<file path="src/rtl/tcf_pkg.sv">
package tcf_pkg;

    localparam int KSU_W  = 2;
    localparam int RNST_W = 2;
    localparam int EXC_W  = 3;

    localparam logic [RNST_W-1:0] RNST_RUNNING    = 2'd0;
    localparam logic [EXC_W-1:0]  EXC_NONE        = 3'd0;
    localparam logic [EXC_W-1:0]  EXC_NO_FREE_CTX = 3'd1;

    typedef struct packed {
        logic [RNST_W-1:0] rnst;
        logic              ds;
        logic              dt;
        logic              act;
        logic [KSU_W-1:0]  ksu;
    } tcf_status_t;

    function automatic tcf_status_t fresh_status(input logic [KSU_W-1:0] ksu);
        tcf_status_t s;
        s.rnst = RNST_RUNNING;
        s.ds   = 1'b0;
        s.dt   = 1'b1;
        s.act  = 1'b1;
        s.ksu  = ksu;
        return s;
    endfunction

endpackage

</file>
<file path="src/rtl/tcf_eligible.sv">
module tcf_eligible #(
    parameter int NUM_CTX = 8,
    parameter int VPE_W   = 4,
    parameter int CFG_W   = 4
) (
    input  logic [CFG_W-1:0]         cfg_last_i,
    input  logic [NUM_CTX*VPE_W-1:0] ctx_vpe_i,
    input  logic [NUM_CTX-1:0]       ctx_dyn_i,
    input  logic [NUM_CTX-1:0]       ctx_halt_i,
    input  logic [NUM_CTX-1:0]       ctx_act_i,
    input  logic [VPE_W-1:0]         req_vpe_i,
    output logic [NUM_CTX-1:0]       elig_o
);
    localparam int CMP_W = CFG_W + 1;

    for (genvar i = 0; i < NUM_CTX; i++) begin : g_ctx
        logic in_range;
        logic same_vpe;
        assign in_range = ({1'b0, cfg_last_i} >= CMP_W'(i));
        assign same_vpe = (ctx_vpe_i[i*VPE_W +: VPE_W] == req_vpe_i);
        assign elig_o[i] = in_range && same_vpe && ctx_dyn_i[i]
                           && !ctx_halt_i[i] && !ctx_act_i[i];
    end
endmodule

</file>
<file path="src/rtl/tcf_prio_enc.sv">
module tcf_prio_enc #(
    parameter int N     = 8,
    parameter int IDX_W = (N > 1) ? $clog2(N) : 1
) (
    input  logic [N-1:0]     req_i,
    output logic             found_o,
    output logic [IDX_W-1:0] idx_o
);
    always_comb begin
        found_o = 1'b0;
        idx_o   = '0;
        for (int i = N - 1; i >= 0; i--) begin
            if (req_i[i]) begin
                found_o = 1'b1;
                idx_o   = IDX_W'(i);
            end
        end
    end
endmodule

</file>
<file path="src/rtl/tcf_commit.sv">
module tcf_commit
    import tcf_pkg::*;
#(
    parameter int IDX_W  = 3,
    parameter int ADDR_W = 32,
    parameter int RIDX_W = 5,
    parameter int DATA_W = 32,
    parameter int ASID_W = 8
) (
    input  logic              clk,
    input  logic              rst,
    input  logic              accept_i,
    input  logic              found_i,
    input  logic [IDX_W-1:0]  idx_i,
    input  logic [ADDR_W-1:0] start_i,
    input  logic [RIDX_W-1:0] dst_i,
    input  logic [DATA_W-1:0] data_i,
    input  logic [KSU_W-1:0]  ksu_i,
    input  logic [ASID_W-1:0] asid_i,
    output logic              busy_o,
    output logic              wr_en_o,
    output logic [IDX_W-1:0]  ctx_o,
    output logic [ADDR_W-1:0] restart_o,
    output logic [RIDX_W-1:0] gpr_idx_o,
    output logic [DATA_W-1:0] gpr_data_o,
    output tcf_status_t       status_o,
    output logic [ASID_W-1:0] asid_o,
    output logic              fault_o
);
    always_ff @(posedge clk) begin
        if (rst) begin
            busy_o     <= 1'b0;
            wr_en_o    <= 1'b0;
            fault_o    <= 1'b0;
            ctx_o      <= '0;
            restart_o  <= '0;
            gpr_idx_o  <= '0;
            gpr_data_o <= '0;
            status_o   <= '0;
            asid_o     <= '0;
        end else begin
            busy_o  <= accept_i;
            wr_en_o <= accept_i && found_i;
            fault_o <= accept_i && !found_i;
            if (accept_i && found_i) begin
                ctx_o      <= idx_i;
                restart_o  <= start_i;
                gpr_idx_o  <= dst_i;
                gpr_data_o <= data_i;
                status_o   <= fresh_status(ksu_i);
                asid_o     <= asid_i;
            end
        end
    end
endmodule

</file>
<file path="src/rtl/tc_fork_alloc.sv">
module tc_fork_alloc
    import tcf_pkg::*;
#(
    parameter int NUM_CTX = 8,
    parameter int VPE_W   = 4,
    parameter int CFG_W   = 4,
    parameter int ADDR_W  = 32,
    parameter int RIDX_W  = 5,
    parameter int DATA_W  = 32,
    parameter int ASID_W  = 8,
    localparam int IDX_W  = (NUM_CTX > 1) ? $clog2(NUM_CTX) : 1
) (
    input  logic                     clk,
    input  logic                     rst,
    input  logic [CFG_W-1:0]         cfg_last_i,
    input  logic [NUM_CTX*VPE_W-1:0] ctx_vpe_i,
    input  logic [NUM_CTX-1:0]       ctx_dyn_i,
    input  logic [NUM_CTX-1:0]       ctx_halt_i,
    input  logic [NUM_CTX-1:0]       ctx_act_i,
    input  logic                     req_valid_i,
    output logic                     req_ready_o,
    input  logic [ADDR_W-1:0]        req_start_i,
    input  logic [RIDX_W-1:0]        req_dst_i,
    input  logic [DATA_W-1:0]        req_data_i,
    input  logic [VPE_W-1:0]         req_vpe_i,
    input  logic [1:0]               req_ksu_i,
    input  logic [ASID_W-1:0]        req_asid_i,
    output logic                     wr_en_o,
    output logic [IDX_W-1:0]         wr_ctx_o,
    output logic [ADDR_W-1:0]        restart_o,
    output logic [RIDX_W-1:0]        gpr_idx_o,
    output logic [DATA_W-1:0]        gpr_data_o,
    output logic [1:0]               st_rnst_o,
    output logic                     st_ds_o,
    output logic                     st_dt_o,
    output logic                     st_act_o,
    output logic [1:0]               st_ksu_o,
    output logic [ASID_W-1:0]        st_asid_o,
    output logic                     fault_o,
    output logic [2:0]               exc_code_o
);
    logic [NUM_CTX-1:0] elig;
    logic               found;
    logic [IDX_W-1:0]   pick;
    logic               busy;
    logic               accept;
    tcf_status_t        status;

    tcf_eligible #(
        .NUM_CTX (NUM_CTX),
        .VPE_W   (VPE_W),
        .CFG_W   (CFG_W)
    ) u_elig (
        .cfg_last_i (cfg_last_i),
        .ctx_vpe_i  (ctx_vpe_i),
        .ctx_dyn_i  (ctx_dyn_i),
        .ctx_halt_i (ctx_halt_i),
        .ctx_act_i  (ctx_act_i),
        .req_vpe_i  (req_vpe_i),
        .elig_o     (elig)
    );

    tcf_prio_enc #(
        .N     (NUM_CTX),
        .IDX_W (IDX_W)
    ) u_pick (
        .req_i   (elig),
        .found_o (found),
        .idx_o   (pick)
    );

    assign req_ready_o = !busy;
    assign accept      = req_valid_i && !busy;

    tcf_commit #(
        .IDX_W  (IDX_W),
        .ADDR_W (ADDR_W),
        .RIDX_W (RIDX_W),
        .DATA_W (DATA_W),
        .ASID_W (ASID_W)
    ) u_commit (
        .clk        (clk),
        .rst        (rst),
        .accept_i   (accept),
        .found_i    (found),
        .idx_i      (pick),
        .start_i    (req_start_i),
        .dst_i      (req_dst_i),
        .data_i     (req_data_i),
        .ksu_i      (req_ksu_i),
        .asid_i     (req_asid_i),
        .busy_o     (busy),
        .wr_en_o    (wr_en_o),
        .ctx_o      (wr_ctx_o),
        .restart_o  (restart_o),
        .gpr_idx_o  (gpr_idx_o),
        .gpr_data_o (gpr_data_o),
        .status_o   (status),
        .asid_o     (st_asid_o),
        .fault_o    (fault_o)
    );

    assign st_rnst_o  = status.rnst;
    assign st_ds_o    = status.ds;
    assign st_dt_o    = status.dt;
    assign st_act_o   = status.act;
    assign st_ksu_o   = status.ksu;
    assign exc_code_o = fault_o ? EXC_NO_FREE_CTX : EXC_NONE;
endmodule

</file>
<file path="config.mk">
export PLATFORM = sky130hd
export DESIGN_NAME = tc_fork_alloc
export DESIGN_NICKNAME = d
export VERILOG_FILES = /design/src/rtl/tcf_pkg.sv /design/src/rtl/tcf_eligible.sv /design/src/rtl/tcf_prio_enc.sv /design/src/rtl/tcf_commit.sv /design/src/rtl/tc_fork_alloc.sv
export SDC_FILE = /design/constraint.sdc
export NUM_CORES = 1
export LEC_CHECK = 0
export ABC_AREA = 1
export CORE_MARGIN = 4
export CORE_UTILIZATION = 40
export CTS_BUF_LIST = sky130_fd_sc_hd__clkbuf_4 sky130_fd_sc_hd__clkbuf_8
export DETAILED_ROUTE_END_ITERATION = 10
export PLACE_DENSITY = 0.82
export SLEW_MARGIN = 20
export SYNTH_ARGS = -nofsm -noshare
export SYNTH_HDL_FRONTEND = slang
export SYNTH_HIERARCHICAL = 1
export SYNTH_SLANG_ARGS = --single-unit
export TNS_END_PERCENT = 50
</file>
<file path="constraint.sdc">
create_clock -name clk -period 2.7 [get_ports clk]
set_clock_uncertainty 0.2 [all_clocks]
set_input_delay 0.54 -clock clk [delete_from_list [all_inputs] [get_ports clk]]
set_output_delay 0.54 -clock clk [all_outputs]
set_load 0.02 [all_outputs]
</file>
; ---- Word-level counts from Yosys, hierarchy flattened
; Index checks and enable logic that the tools add are counted.
[op_classes]
order_cmp = 7
eq_ne = 8
muxes = 17
n_reduce_logical = 52
[ops]
columns = cell, n
row1 = $logic_and 1x1->1, 34
row2 = $eq 4x4->1, 8
row3 = $mux 3, 8
row4 = $logic_not 1->1, 18
row5 = $ge 4x3->1 const B, 4
row6 = $mux 1, 9
row7 = $ge 4x2->1 const B, 2
row8 = $ge 4x1->1 const B, 1
[word_totals]
regBits = 86
input_bits = 146
output_inout_bits = 93

; ---- Logic depth before layout (Yosys ltp)
[depth]
depth_word = 15
depth_mapped = 17
ltp_nobuf = 15

; ---- Hierarchy
; Netlist, hierarchy kept.
[modules_own_cells]
columns = module, n_inst, cells_per_inst, area_each_um2, seq_area_each_um2
row1 = tcf_commit, 1, 536, 3475.8, 1721.7
row2 = tcf_eligible, 1, 183, 803.3, 0.0
row3 = tcf_prio_enc, 1, 22, 98.8, 0.0
row4 = tc_fork_alloc, 1, 7, 40.0, 0.0

; ---- Worst setup path after synthesis
; No wires, ideal clock.
[synth_path]
path_type = input-to-reg
startpoint = input req_vpe_i[1]
endpoint = register u_commit.restart_o[22]
setup_time_ns = 0.113
t_arrival_ns = 1.918
slack_ns = 0.470
cell_stages = 16
path_buffers = 3
cell_sequence = buf_6 -> inv_4 -> nand2_1 -> nand2_1 -> nor2_1 -> nand2_1 -> nor2_2 -> or2_1 -> nor3_2 -> nand2_1 -> nand2_2 -> buf_6 -> buf_2 -> nand2_1 -> nand2_1 -> nor2_1
[synth_between]
elab_chain_len = 14
word_cells_on_any_way = 48
classes_between = eq/ne: 8 / mux: 8 / reduce/logical: 32
[synth_lines]
columns = element, line
row1 = from (decl), tc_fork_alloc.sv:25  ; input logic [VPE_W-1:0] req_vpe_i,
row2 = $eq 4x4->1, tcf_eligible.sv:20  ; assign same_vpe = (ctx_vpe_i[i*VPE_W +: VPE_W] == req_vpe_i);
row3 = $logic_and 1x1->1 (2 in series), tcf_eligible.sv:21  ; assign elig_o[i] = in_range && same_vpe && ctx_dyn_i[i]
row4 = $logic_and 1x1->1 (2 in series), tcf_eligible.sv:22  ; && !ctx_halt_i[i] && !ctx_act_i[i];
row5 = named net elig[7], tc_fork_alloc.sv:42  ; logic [NUM_CTX-1:0] elig;
row6 = $mux 1 (8 in series), tcf_prio_enc.sv:13  ; if (req_i[i]) begin
row7 = named net found, tc_fork_alloc.sv:43  ; logic found;
row8 = $logic_and 1x1->1, tcf_commit.sv:45  ; if (accept_i && found_i) begin
row9 = to (signal assigned), tcf_commit.sv:47  ; restart_o <= start_i;
row10 = to (decl), tcf_commit.sv:23  ; output logic [ADDR_W-1:0] restart_o,
; The timed path passes the listed nets, and every way through them passes these cells.
; A chain may end at the register's enable or synchronous reset.

; ---- Worst setup path after layout
[layout_path]
startpoint = input req_vpe_i[3]
endpoint = register u_commit/status_o[1] (netlist bit)
[layout_between]
word_cells_on_any_way = 48
classes_between = eq/ne: 8 / mux: 8 / reduce/logical: 32
[layout_lines]
columns = element, line
row1 = $eq 4x4->1, tcf_eligible.sv:20
row2 = $logic_and 1x1->1 (2 in series), tcf_eligible.sv:21
row3 = $logic_and 1x1->1 (2 in series), tcf_eligible.sv:22
row4 = named net elig[6], tc_fork_alloc.sv:42
row5 = $mux 1 (7 in series), tcf_prio_enc.sv:13
row6 = named net found, tc_fork_alloc.sv:43
row7 = $logic_and 1x1->1, tcf_commit.sv:45
row8 = to (signal assigned), tcf_commit.sv:50  ; status_o <= fresh_status(ksu_i);
row9 = to (decl), tcf_commit.sv:26  ; output tcf_status_t status_o,
; The timed path passes the listed nets, and every way through them passes these cells.

==> metrics.md <==
| Metric | Value |
|---|---|
| CP startpoint kind | primary input |
| Iter 0 DRT Violations | 278 |
| First-pass GRT wire length | 20.4 mm |
| Final setup viols | 0 |
| Crit-path slowest cell | clkdlybuf4s50_1 |
| TritonCTS clock tree | built |
| Critical path buffer and inverter count | 4 |
| Post-synthesis sequential area ratio | 39.0% |
| CP Max Fanout | 20 |
| Setup bufs post-CTS | 0 |
| Final Routed Wirelength | 13.2 mm |
| Top cell type's share of synthesized area | 39.0% |
| Status | completed |
| Routed len/inst | 11.7 um |
| Via count | 4,790 |
| Pwr dens | 414 nW/um2 |
| WS Path Type | in -> reg |
| Tmin final | 2.53 ns |
| CTS sink cnt | 86 |
| Critical-path cell list | clkdlybuf4s50_1 -> inv_4 -> o21ai_0 -> inv_1 -> nand2_1 -> nor2_1 -> or2_1 -> nor3_2 -> nand2_1 -> nand2_2 -> clkbuf_16 -> nand2_1 -> nand2_1 -> nor2_1 |
| Overall Power | 3.00 mW |
| Synthesis Warnings | 6 |
| Initial core utilization | 40.8% |
| Synthesized area per cell | 5.91 um2 |
| Setup_tns | 0 ns |
| Final Hold Vio Count | 0 |
| Primary FF master, synth | dfxtp_1 |
| Total global-route track usage | 19.8% |
| Die Y | 113 um |
| Synth area leaders | dfxtp_1 (39%), nand2_1 (23%), nor2_1 (16%) |
| Vias in the first global route | 4,458 |
| Worst vdd ir | 0.000285 V |
| Min Hold Slack | 0.295 ns |
| Worst Setup End Kind | flop |
| Die Wd | 113 um |
| Largest net degree at the start of global routing | 58 |
| Area Overhead vs Synth | 63.7% |
| Clk Latency, worst-skew pair | 0.35 ns |
| Hold Buf Count CTS | 0 |
| Clock-pin slew on the worst setup and hold paths | 0.09 ns |
| FF+latch count, synth | 86 |
| DRC Markers | 0 |
| Cells after Synth | 748 |
| CTS buffer count | 9 |
| Initial antenna violation count | 0 |
| CP Data Required Time | 2.75 ns |
| CTS resizes | 0 |
| CP top delay family | simple AND/OR/NAND/NOR gates |
| Antenna Cells | 0 |
| CTS Buffer Depth | 2 |
| Critical Path AT | 2.58 ns |
| Layout net count | 1,130 |
| Port Buffer Count | 233 |
| Period utilisation layout | 93.5% |
| Vias per inst | 4.24 |
| Synth Cell Area | 4420 um2 |
| Die area | 12,800 um2 |
| GPL Wtd Cong | 0.927 |
| Max-Cap Viols | 0 |
| Pre-Repair DR Iteration Count | 5 |
| Maximum clock rate | 396 MHz |
| Cell taking the most area after synthesis | dfxtp_1 |
| HPWL Detailed | 10.1 mm |
| Top cell by count, worst path | nand2_1 |
| Post-synth EDFFs | 0 |
| CORE AREA | 10,800 um2 |
| Ys async rst share | 0% |
| Rows | 38 |
| Most common cell in the synthesized netlist | nand2_1 |
| Synth top cells by count | nand2_1 (265), nor2_1 (186), inv_1 (130), dfxtp_1 (86), buf_2 (24) |
| Fraction of layout cells with a size suffix above 1 | 6.07% |
| Top-Level Pins | 239 |
| Class of the worst hold path | reg -> reg |
| Grt ovf | 0 |
| Clock root cell | clkbuf_8 |
| Slowest stage delay, CP | 0.57 ns |
| Static leakage | 3.71 nW |
| Distinct cells, synth | 24 |
| Antenna Nets Post-Route | 0 |
| Final Max Tran Viols | 0 |
| H-tree depth | 3 |
[sequential cells by signal (all words and copies together), names as in the netlist]
register and cells:
u_commit/gpr_idx_o 5, u_commit/asid_o 8, u_commit/gpr_data_o 32, u_commit/fault_o 1, u_commit/ctx_o 3, u_commit/wr_en_o 1
u_commit/status_o 3, u_commit/busy_o 1, u_commit/restart_o 32
[cell usage in the layout (no fill, tap or decap), drive strengths merged]
master,netlist,final
nor2,194,194
nor3b,1,1
inv,134,135
buf,38,24
dfxtp,86,86
dlymetal6s2s,0,2
nor3,2,2
nand3b,3,3
clkbuf,0,12
conb,2,5
clkdlybuf4s50,0,231
nand2,268,269
a31oi,1,1
bufinv,0,2
or2,1,1
clkinvlp,0,3
a21oi,1,1
o21ai,5,5
nand3,5,5
xnor2,5,5
o211ai,1,1
nand4,1,1
[cell families after synthesis]
| group | share of synthesized area [%] |
|---|---|
| other cells | 0.170 |
| simple gates | 41.7 |
| flops | 39.0 |
| compound gates | 0.991 |
| xor+xnor | 0.991 |
| buf+inv | 17.1 |
[worst paths after layout]
kind	startpoint	end	slack [ns]	cells past startpoint
hold / removal	u_commit/status_o[2]$_SDFFE_PP0P_	u_commit/status_o[2]$_SDFFE_PP0P_	0.29	2
setup reg to reg	u_commit/busy_o$_SDFF_PP0_	u_commit/gpr_data_o[4]$_SDFFE_PP0P_	1.25	5
hold reg to reg	u_commit/status_o[2]$_SDFFE_PP0P_	u_commit/status_o[2]$_SDFFE_PP0P_	0.29	2
setup / recovery	req_vpe_i[3]	u_commit/status_o[1]$_SDFFE_PP0P_	0.17	14
[where the power goes]
group          total (mW)  internal, mW  switching (mW)
Combinational       0.647         0.360           0.288
Sequential           1.34          1.31          0.0227
Clock                1.01         0.538           0.475
Total                3.00          2.21           0.785
[area by class of cell]
type,instances,area [um2]
Clock buffer,10,131
Clock inverter,6,93.8
Fill cell,1004,3610
Inverter,134,513
Multi-Input combinational cell,494,1960
Sequential cell,86,1720
Tap cell,140,175
Timing Repair Buffer,259,2640
[stage by stage]
| step | instances | instance area [um2] | utilization [%] | worst slack, ns |
|---|---|---|---|---|
| 6_report | 1129 | 7230 | 66.7 | 0.175 |
| 5_1_grt | 1129 | 7230 | 66.7 | -0.00000289 |
| 4_1_cts | 1126 | 7150 | 66.0 | 0.156 |
| 3_5_place_dp | 1110 | 6930 | 63.9 | -0.232 |
| 3_3_place_gp | 1110 | 6930 | 63.9 | -0.180 |
| 2_1_floorplan | 751 | 4430 | - | 0.470 |
[worst min-delay path: cells and delay by family (launching register included)]
| family | cells | cell delay, ns |
|---|---|---|
| DFF | 1 | 0.34 |
| and+or+nand+nor | 1 | 0.06 |
| AOI/OAI and AO/OA | 1 | 0.05 |
[routing by layer]
metal	vias to the layer above	track usage, %	wire [um]
met5	-	0	0
met4	0	7.05	325
met3	25	5.99	1070
met2	180	34.5	6430
met1	2010	22.8	5400
li1	2575	-	-
Power figures use the tool's default switching activity.
